<file path="src/rtl/pin_ctl_pkg.sv">
`timescale 1ns/1ps
// Shared register offsets and irregular-port bit placement for pin_ctl_top.
// Assumes an 8-bit byte address; all registers are 32 bits wide.
package pin_ctl_pkg;
    localparam int ADDR_W  = 8;
    localparam int DATA_W  = 32;
    localparam int XB_W    = 6;    // irregular bidirectional pins
    localparam int XO_W    = 24;   // dedicated outputs
    localparam int XI_W    = 22;   // dedicated inputs
    localparam int XB_LSB  = 25;   // bidir bits in set/clear/direction words

    typedef logic [ADDR_W-1:0] addr_t;

    // irregular port
    localparam addr_t X_IN     = 8'h00;
    localparam addr_t X_OSET   = 8'h04;
    localparam addr_t X_OCLR   = 8'h08;
    localparam addr_t X_OSTATE = 8'h0C;
    // 13-pin port (its direction words also hold irregular bidir directions)
    localparam addr_t C_DSET   = 8'h10;
    localparam addr_t C_DCLR   = 8'h14;
    localparam addr_t C_DSTATE = 8'h18;
    localparam addr_t C_IN     = 8'h1C;
    localparam addr_t C_OSET   = 8'h20;
    localparam addr_t C_OCLR   = 8'h24;
    localparam addr_t M_SET    = 8'h28;
    localparam addr_t M_CLR    = 8'h2C;
    localparam addr_t M_STATE  = 8'h30;
    // 8-pin port
    localparam addr_t A_IN     = 8'h40;
    localparam addr_t A_OSET   = 8'h44;
    localparam addr_t A_OCLR   = 8'h48;
    localparam addr_t A_OSTATE = 8'h4C;
    localparam addr_t A_DSET   = 8'h50;
    localparam addr_t A_DCLR   = 8'h54;
    localparam addr_t A_DSTATE = 8'h58;
    // 24-pin port
    localparam addr_t B_IN     = 8'h60;
    localparam addr_t B_OSET   = 8'h64;
    localparam addr_t B_OCLR   = 8'h68;
    localparam addr_t B_OSTATE = 8'h6C;
    localparam addr_t B_DSET   = 8'h70;
    localparam addr_t B_DCLR   = 8'h74;
    localparam addr_t B_DSTATE = 8'h78;

    // Bit of the irregular input word that carries bidirectional input j.
    function automatic int bid_in_pos(input int j);
        return (j < 5) ? 10 + j : 24;
    endfunction

    // Bit of the irregular input word that carries dedicated input i.
    function automatic int ded_in_pos(input int i);
        return (i < 10) ? i : ((i < 19) ? i + 5 : i + 6);
    endfunction
endpackage

</file>
<file path="src/rtl/pin_ctl_wr1.sv">
`timescale 1ns/1ps
// Write-one-to-set / write-one-to-clear state register.
// Assumes set_en and clr_en are never high in the same cycle (distinct
// addresses); set wins if they are. Resets to zero.
module pin_ctl_wr1 #(
    parameter int W = 8
) (
    input  logic         clk,
    input  logic         rst_n,
    input  logic         set_en,
    input  logic         clr_en,
    input  logic [W-1:0] bits,
    output logic [W-1:0] q
);
    // Apply set or clear mask to the stored bits.
    always_ff @(posedge clk) begin
        if (!rst_n)      q <= '0;
        else if (set_en) q <= q | bits;
        else if (clr_en) q <= q & ~bits;
    end

    // every bit written with one on set ends up high
    assert_set_sticks_R1: assert property (@(posedge clk) disable iff (!rst_n)
        set_en |=> ((q & $past(bits)) == $past(bits)));
    // every bit written with one on clear ends up low
    assert_clr_drops_R1: assert property (@(posedge clk) disable iff (!rst_n)
        (clr_en && !set_en) |=> ((q & $past(bits)) == '0));
    // without a strobe the state holds
    assert_hold_R13: assert property (@(posedge clk) disable iff (!rst_n)
        (!set_en && !clr_en) |=> $stable(q));
endmodule

</file>
<file path="src/rtl/pin_ctl_sync2.sv">
`timescale 1ns/1ps
// Two-flop synchronizer for a vector of raw pad inputs.
// Assumes each bit is sampled independently (no bus coherency needed).
module pin_ctl_sync2 #(
    parameter int W = 8
) (
    input  logic         clk,
    input  logic         rst_n,
    input  logic [W-1:0] d,
    output logic [W-1:0] q
);
    logic [W-1:0] meta;
    logic [1:0]   age;

    // Two capture stages.
    always_ff @(posedge clk) begin
        if (!rst_n) begin
            meta <= '0;
            q    <= '0;
        end else begin
            meta <= d;
            q    <= meta;
        end
    end

    // Cycles since reset, saturating at two (used only by the check).
    always_ff @(posedge clk) begin
        if (!rst_n)          age <= '0;
        else if (age != 2'd2) age <= age + 2'd1;
    end

    // output equals the input two edges earlier
    assert_two_flop_R3: assert property (@(posedge clk) disable iff (!rst_n)
        (age == 2'd2) |-> (q == $past(d, 2)));
endmodule

</file>
<file path="src/rtl/pin_ctl_xmap.sv">
`timescale 1ns/1ps
// Packs synchronized irregular-port inputs into their scattered bit
// positions of the input-state word. Unused positions read zero.
module pin_ctl_xmap
    import pin_ctl_pkg::*;
(
    input  logic [XB_W-1:0]   bid_s,
    input  logic [XI_W-1:0]   ded_s,
    output logic [DATA_W-1:0] word
);
    logic [DATA_W-1:0] bid_part;
    logic [DATA_W-1:0] ded_part;

    for (genvar j = 0; j < XB_W; j++) begin : g_bid
        for (genvar b = 0; b < DATA_W; b++) begin : g_bit
            if (b == bid_in_pos(j)) begin : g_hit
                assign bid_part[b] = bid_s[j];
            end
        end
    end
    for (genvar i = 0; i < XI_W; i++) begin : g_ded
        assign ded_part[ded_in_pos(i)] = ded_s[i];
    end
    // Positions owned by neither group.
    for (genvar b = 0; b < DATA_W; b++) begin : g_fill
        if (!((b >= 10 && b <= 14) || b == 24)) begin : g_nb
            assign bid_part[b] = 1'b0;
        end
        if (!(b <= 9 || (b >= 15 && b <= 23) || (b >= 25 && b <= 27))) begin : g_nd
            assign ded_part[b] = 1'b0;
        end
    end

    // Merge the two disjoint groups into one word.
    assign word = bid_part | ded_part;
endmodule

</file>
<file path="src/rtl/pin_ctl_top.sv">
`timescale 1ns/1ps
// Register-mapped pin controller: three regular ports, one irregular port
// with scattered bit placement, and a mux-select vector. All state changes
// through write-one-to-set / write-one-to-clear registers. Assumes a
// single-cycle bus: one write per bus_wen cycle, combinational read data.
module pin_ctl_top
    import pin_ctl_pkg::*;
#(
    parameter int A_W = 8,
    parameter int B_W = 24,
    parameter int C_W = 13
) (
    input  logic              clk,
    input  logic              rst_n,
    input  logic              bus_wen,
    input  logic [ADDR_W-1:0] bus_addr,
    input  logic [DATA_W-1:0] bus_wdata,
    output logic [DATA_W-1:0] bus_rdata,
    input  logic [A_W-1:0]    pa_in,
    output logic [A_W-1:0]    pa_out,
    output logic [A_W-1:0]    pa_oe,
    input  logic [B_W-1:0]    pb_in,
    output logic [B_W-1:0]    pb_out,
    output logic [B_W-1:0]    pb_oe,
    input  logic [C_W-1:0]    pc_in,
    output logic [C_W-1:0]    pc_out,
    output logic [C_W-1:0]    pc_oe,
    output logic [C_W-1:0]    mux_sel,
    input  logic [XB_W-1:0]   xb_in,
    output logic [XB_W-1:0]   xb_out,
    output logic [XB_W-1:0]   xb_oe,
    input  logic [XI_W-1:0]   xd_in,
    output logic [XO_W-1:0]   xd_out
);
    localparam int XB_MSB = XB_LSB + XB_W - 1;

    logic [A_W-1:0]    pa_s;
    logic [B_W-1:0]    pb_s;
    logic [C_W-1:0]    pc_s;
    logic [XB_W-1:0]   xb_s;
    logic [XI_W-1:0]   xd_s;
    logic [DATA_W-1:0] x_word;
    logic              unused_wdata;

    // Write strobe for one offset.
    function automatic logic hit(input addr_t a);
        return bus_wen && (bus_addr == a);
    endfunction

    assign unused_wdata = &{1'b0, bus_wdata[31], bus_wdata[24]};

    // Input synchronizers.
    pin_ctl_sync2 #(.W(A_W))  u_sa (.clk, .rst_n, .d(pa_in), .q(pa_s));
    pin_ctl_sync2 #(.W(B_W))  u_sb (.clk, .rst_n, .d(pb_in), .q(pb_s));
    pin_ctl_sync2 #(.W(C_W))  u_sc (.clk, .rst_n, .d(pc_in), .q(pc_s));
    pin_ctl_sync2 #(.W(XB_W)) u_sx (.clk, .rst_n, .d(xb_in), .q(xb_s));
    pin_ctl_sync2 #(.W(XI_W)) u_sd (.clk, .rst_n, .d(xd_in), .q(xd_s));

    // Regular-port levels and directions.
    pin_ctl_wr1 #(.W(A_W)) u_ao (.clk, .rst_n, .set_en(hit(A_OSET)), .clr_en(hit(A_OCLR)),
                                 .bits(bus_wdata[A_W-1:0]), .q(pa_out));
    pin_ctl_wr1 #(.W(A_W)) u_ad (.clk, .rst_n, .set_en(hit(A_DSET)), .clr_en(hit(A_DCLR)),
                                 .bits(bus_wdata[A_W-1:0]), .q(pa_oe));
    pin_ctl_wr1 #(.W(B_W)) u_bo (.clk, .rst_n, .set_en(hit(B_OSET)), .clr_en(hit(B_OCLR)),
                                 .bits(bus_wdata[B_W-1:0]), .q(pb_out));
    pin_ctl_wr1 #(.W(B_W)) u_bd (.clk, .rst_n, .set_en(hit(B_DSET)), .clr_en(hit(B_DCLR)),
                                 .bits(bus_wdata[B_W-1:0]), .q(pb_oe));
    pin_ctl_wr1 #(.W(C_W)) u_co (.clk, .rst_n, .set_en(hit(C_OSET)), .clr_en(hit(C_OCLR)),
                                 .bits(bus_wdata[C_W-1:0]), .q(pc_out));
    pin_ctl_wr1 #(.W(C_W)) u_cd (.clk, .rst_n, .set_en(hit(C_DSET)), .clr_en(hit(C_DCLR)),
                                 .bits(bus_wdata[C_W-1:0]), .q(pc_oe));
    pin_ctl_wr1 #(.W(C_W)) u_mx (.clk, .rst_n, .set_en(hit(M_SET)), .clr_en(hit(M_CLR)),
                                 .bits(bus_wdata[C_W-1:0]), .q(mux_sel));

    // Irregular port: shared set/clear words, directions in the 13-pin words.
    pin_ctl_wr1 #(.W(XB_W)) u_xo (.clk, .rst_n, .set_en(hit(X_OSET)), .clr_en(hit(X_OCLR)),
                                  .bits(bus_wdata[XB_MSB:XB_LSB]), .q(xb_out));
    pin_ctl_wr1 #(.W(XB_W)) u_xd (.clk, .rst_n, .set_en(hit(C_DSET)), .clr_en(hit(C_DCLR)),
                                  .bits(bus_wdata[XB_MSB:XB_LSB]), .q(xb_oe));
    pin_ctl_wr1 #(.W(XO_W)) u_do (.clk, .rst_n, .set_en(hit(X_OSET)), .clr_en(hit(X_OCLR)),
                                  .bits(bus_wdata[XO_W-1:0]), .q(xd_out));

    pin_ctl_xmap u_xmap (.bid_s(xb_s), .ded_s(xd_s), .word(x_word));

    // Read mux: state and input registers only, zero elsewhere.
    always_comb begin
        bus_rdata = '0;
        case (bus_addr)
            X_IN:     bus_rdata = x_word;
            X_OSTATE: bus_rdata = DATA_W'(xd_out);
            C_DSTATE: bus_rdata = DATA_W'(pc_oe) | (DATA_W'(xb_oe) << XB_LSB);
            C_IN:     bus_rdata = DATA_W'(pc_s);
            M_STATE:  bus_rdata = DATA_W'(mux_sel);
            A_IN:     bus_rdata = DATA_W'(pa_s);
            A_OSTATE: bus_rdata = DATA_W'(pa_out);
            A_DSTATE: bus_rdata = DATA_W'(pa_oe);
            B_IN:     bus_rdata = DATA_W'(pb_s);
            B_OSTATE: bus_rdata = DATA_W'(pb_out);
            B_DSTATE: bus_rdata = DATA_W'(pb_oe);
            default:  bus_rdata = '0;
        endcase
    end

    // dedicated outputs move only on the irregular set/clear offsets
    assert_ded_only_xwrite_R9: assert property (@(posedge clk) disable iff (!rst_n)
        !(bus_wen && (bus_addr == X_OSET || bus_addr == X_OCLR)) |=> $stable(xd_out));
    // bidir directions move only on the shared direction offsets
    assert_xoe_only_dir_R5: assert property (@(posedge clk) disable iff (!rst_n)
        !(bus_wen && (bus_addr == C_DSET || bus_addr == C_DCLR)) |=> $stable(xb_oe));
    // set and clear offsets read zero
    assert_setclr_read_zero_R12: assert property (@(posedge clk) disable iff (!rst_n)
        (bus_addr == A_OSET || bus_addr == B_OCLR || bus_addr == X_OSET || bus_addr == M_CLR)
        |-> (bus_rdata == '0));
endmodule

</file>
<file path="config.mk">
export PLATFORM = sky130hd
export DESIGN_NAME = pin_ctl_top
export DESIGN_NICKNAME = d
export VERILOG_FILES = /design/src/rtl/pin_ctl_pkg.sv /design/src/rtl/pin_ctl_wr1.sv /design/src/rtl/pin_ctl_sync2.sv /design/src/rtl/pin_ctl_xmap.sv /design/src/rtl/pin_ctl_top.sv
export SDC_FILE = /design/constraint.sdc
export NUM_CORES = 1
export LEC_CHECK = 0
export BUFFER_PORTS_ARGS = -buffer_cell sky130_fd_sc_hd__buf_2
export CAP_MARGIN = 0
export CELL_PAD_IN_SITES_DETAIL_PLACEMENT = 1
export CELL_PAD_IN_SITES_GLOBAL_PLACEMENT = 1
export CORE_ASPECT_RATIO = 0.5
export CORE_MARGIN = 1.5
export CORE_UTILIZATION = 41
export CTS_CLUSTER_DIAMETER = 60
export DETAILED_ROUTE_END_ITERATION = 16
export HOLD_SLACK_MARGIN = 0.05
export PLACE_DENSITY_LB_ADDON = 0.25
export SYNTH_ARGS = -nofsm -noshare
export SYNTH_HDL_FRONTEND = slang
export SYNTH_HIERARCHICAL = 1
export SYNTH_SLANG_ARGS = --single-unit
</file>
<file path="constraint.sdc">
create_clock -name clk -period 2.6 [get_ports clk]
set_clock_uncertainty 0.05 [all_clocks]
set_input_delay 0.26 -clock clk [delete_from_list [all_inputs] [get_ports clk]]
set_output_delay 0.26 -clock clk [all_outputs]
set_load 0.05 [all_outputs]
</file>
==> tab_implementation.tex <==
\begin{tabular}{lr}
\hline
Metric & Value \\
\hline
\multicolumn{2}{l}{\textbf{Logic synthesis}} \\
\quad Post-Synthesis Cells & approximately 1200 \\
\quad Part of the Yosys area used for sequential elements & 0.472 \\
\quad Multiplexer area fraction after synthesis & 0.0124 \\
\quad Post-synthesis simple-gate area fraction & 0.260 \\
\quad Number of register bits inferred by synthesis & 285 \\
\quad Compound-cell area share of the yosys netlist & 0.177 \\
\quad Adder and majority cell fraction of the synthesized area & 0 \\
\quad Number of unique standard cell types used by synthesis & 58 \\
\quad Post-synthesis instance area & 12100 um\^{}2 \\
\quad Asr flop ratio synth & 0 \\
\quad Syn. warnings & 6 \\
\quad Xor/xnor share of the synthesized area & 0 \\
\quad Count of flip-flops with a built-in enable after synthesis & 0 \\
\quad Prevailing post-synth register cell & sky130\_fd\_sc\_hd\_\_dfxtp\_1 \\
\quad Combinational family with the most area after synthesis & simple AND/OR/NAND/NOR gates \\
\quad Mapped Avg Cell Area & 9.94 um\^{}2 \\
\multicolumn{2}{l}{\textbf{Floorplanning}} \\
\quad Top-level port count & 287 \\
\quad Die extent in x & 246 um \\
\quad Area of the die & 30600 um\^{}2 \\
\quad Core area & 29000 um\^{}2 \\
\quad Die height & 124 um \\
\quad Std-Cell Rows & 44 \\
\quad Initial core utilization & 0.417 \\
\multicolumn{2}{l}{\textbf{Placed design}} \\
\quad Placement Setup Slack & 0.0938 ns \\
\quad Final weighted congestion in routability-driven placement & 0.891 \\
\quad I/O Buffers & 283 \\
\quad Detailed Place HPWL & 31700 um \\
\multicolumn{2}{l}{\textbf{Power}} \\
\quad Power density over the cells & 606 nW/um\^{}2 \\
\quad Worst vdd ir & $\sim$0.50 mV \\
\quad P\_leak & 7.20 nW \\
\multicolumn{2}{l}{\textbf{STA}} \\
\quad Period utilisation layout & 0.976 \\
\quad Number of failing hold endpoints at the final stage & 0 \\
\quad Final setup vio count & 0 \\
\quad Worst slew margin & 0.492 \\
\quad Summed negative setup slack over all endpoints & 0 ns \\
\quad Shortest period the worst path allows & 2.54 ns \\
\quad Max Clk Rate & 0.394 GHz \\
\quad Final-report max-slew violation count & 0 \\
\quad Slew at the pin closest to its max-slew limit & 0.759 ns \\
\quad Setup repair after global routing missed its margin & false \\
\quad Least setup slack across all paths after layout & between 0.06 and 0.07 ns \\
\multicolumn{2}{l}{\textbf{Min path}} \\
\quad Hold crit path type & primary input to register \\
\quad Hold wc startpoint & bus\_wdata[11] \\
\multicolumn{2}{l}{\textbf{Clocking}} \\
\quad Maximum buffer depth of the clock tree & 3 \\
\quad Clock Latency Late Sink & 0.55 ns \\
\quad TritonCTS clock tree & done \\
\quad Buffer type at the clock tree root & sky130\_fd\_sc\_hd\_\_clkbuf\_16 \\
\quad Post-CTS clock slew at the launch and capture registers of the worst setup and hold paths & 0.07 ns \\
\quad Number of buffers added by the clock tree synthesis step & 27 \\
\quad H-Tree Level Count & 1 \\
\quad Number of clock sinks & 285 \\
\multicolumn{2}{l}{\textbf{GRT}} \\
\quad Overflow after GRT & 0 \\
\quad Global-route wire length before repair & 69600 um \\
\quad Antenna violations before repair & 2 \\
\quad Maximum number of pins on one net before global-route repair & a little over 100 \\
\quad Via count of the first global-routing pass & 11400 \\
\quad GRT Total Usage & 0.298 \\
\multicolumn{2}{l}{\textbf{Critical path}} \\
\quad Worst setup path category & register to primary output \\
\quad Crit path capture type & primary output \\
\quad Startpoint type of the worst setup path & register \\
\quad Max Fanout on Critical Path & 1 \\
\quad Required arrival time at the worst endpoint & 2.29 ns \\
\quad Worst path arrival time & 2.23 ns \\
\quad Critical path startpoint & u\_sa/q[7] \\
\multicolumn{2}{l}{\textbf{Routing}} \\
\quad Per-cell via count in the routed design & between 5 and 6 \\
\quad DRC violation count after routing & 0 \\
\quad Number of iterations in the first detailed-routing pass & 5 \\
\quad Routed Wire Length & $\sim$47000 um \\
\quad Routed Antenna Nets & 0 \\
\quad Detailed-route via count & 11100 \\
\quad Mean routed wirelength per cell & 23.5 um \\
\quad Number of design-rule violations left by the first detailed-router iteration & about 750 \\
\multicolumn{2}{l}{\textbf{Cells and area}} \\
\quad Nets@finish & 1682 \\
\quad Area growth from synthesis to layout & 28.4\% \\
\quad Most common cell after layout, fill and taps aside & sky130\_fd\_sc\_hd\_\_dfxtp\_1 \\
\quad Most frequent cells in the layout & sky130\_fd\_sc\_hd\_\_dfxtp\_1, sky130\_fd\_sc\_hd\_\_buf\_2, sky130\_fd\_sc\_hd\_\_nand2\_1 \\
\quad Ratio of cells with drive above 1 in the final layout & 0.348 \\
\quad Layout filler cell count & roughly 3300 \\
\multicolumn{2}{l}{\textbf{Outcome}} \\
\quad Result of the run & complete, no violations \\
\multicolumn{2}{l}{\textbf{Flow run}} \\
\quad Max-capacitance violation count & 0 \\
\hline
\end{tabular}
==> layer usage <==
metal	vias to the layer above	track usage	share of wire
li1	5017	-	-
met5	-	0	0.00028
met1	5639	0.385	0.43
met2	371	0.505	0.48
met3	86	0.0521	0.057
met4	2	0.0942	0.031
==> cell usage after synthesis, types with 18 or more instances <==
master                    count  area, um^2
sky130_fd_sc_hd__nand2_1    163         612
sky130_fd_sc_hd__buf_6       39         439
sky130_fd_sc_hd__a22o_1      23         201
sky130_fd_sc_hd__and2_1      43         269
sky130_fd_sc_hd__and3_1     136         851
sky130_fd_sc_hd__buf_4       38         285
sky130_fd_sc_hd__nor2_1      24        90.1
sky130_fd_sc_hd__a22oi_1     42         315
sky130_fd_sc_hd__and2_2     105         788
sky130_fd_sc_hd__a31o_2      20         175
sky130_fd_sc_hd__dfxtp_1    285        5710
sky130_fd_sc_hd__buf_2       18        90.1
sky130_fd_sc_hd__a31o_1     119        1040
==> final timing paths <==
path / endpoint / slack [ns] / depth (start not counted)
setup / recovery: bus_rdata[7] / 0.06 / 5
hold / removal: register / 0.09 / 3
setup reg to reg: register / 1.80 / 1
hold reg to reg: u_sx/q[2] / 0.38 / 1
==> critical path: stages (launching register included) <==
cell	delay (ns)
sky130_fd_sc_hd__dfxtp_1	0.35
sky130_fd_sc_hd__mux2_2	0.30
sky130_fd_sc_hd__a32oi_1	0.35
sky130_fd_sc_hd__a21oi_1	0.13
sky130_fd_sc_hd__a211o_1	0.32
sky130_fd_sc_hd__buf_2	0.23
==> power breakdown <==
part | internal [mW] | switching, mW
logic | 0.290 | 0.368
clock network | 2.46 | 1.78
registers | 4.47 | 0.0371
==> stage by stage <==
step | utilization | cells | area, um^2 | power, mW | hold WS (ns)
after floorplan | - | 1220 | 12100 | 4.91 | 0.337
after global placement | 0.471 | 1838 | 13700 | 5.11 | 0.366
after detailed placement | 0.471 | 1838 | 13700 | 5.14 | 0.373
after CTS | 0.535 | 1976 | 15500 | 9.43 | 0.0622
after global routing | 0.535 | 1976 | 15500 | 9.70 | 0.0910
final | 0.535 | 1977 | 15500 | 9.41 | 0.0903
==> layout make-up <==
| class | instances | area [um^2] | area share |
|---|---|---|---|
| Clock inverter | 9 | 160 | 0.0103 |
| Clock buffer | 39 | 771 | 0.0496 |
| Timing Repair Buffer | 432 | 2890 | 0.186 |
| Tap cell | 391 | 489 | 0.0315 |
| Sequential cell | 285 | 5710 | 0.367 |
| Antenna cell | 1 | 2.50 | 0.000161 |
| Multi-Input combinational cell | 818 | 5500 | 0.354 |
| Inverter | 2 | 7.51 | 0.000483 |
==> repair_timing <==
action | 4_1_cts | 5_1_grt
cloned | 0 | 0
pin swaps | 0 | 1
gates resized for setup | 2 | 3
hold endpoints to repair | 118 | 0
setup buffers | 0 | 0
setup endpoints to repair | 1 | 1
hold buffers | 90 | 0
==> cell families after synthesis <==
logic type,Yosys count
flops,285
other cells,1
compound gates,264
simple gates,536
buf+inv,117
mux,14
Power figures use the tool's default switching activity.
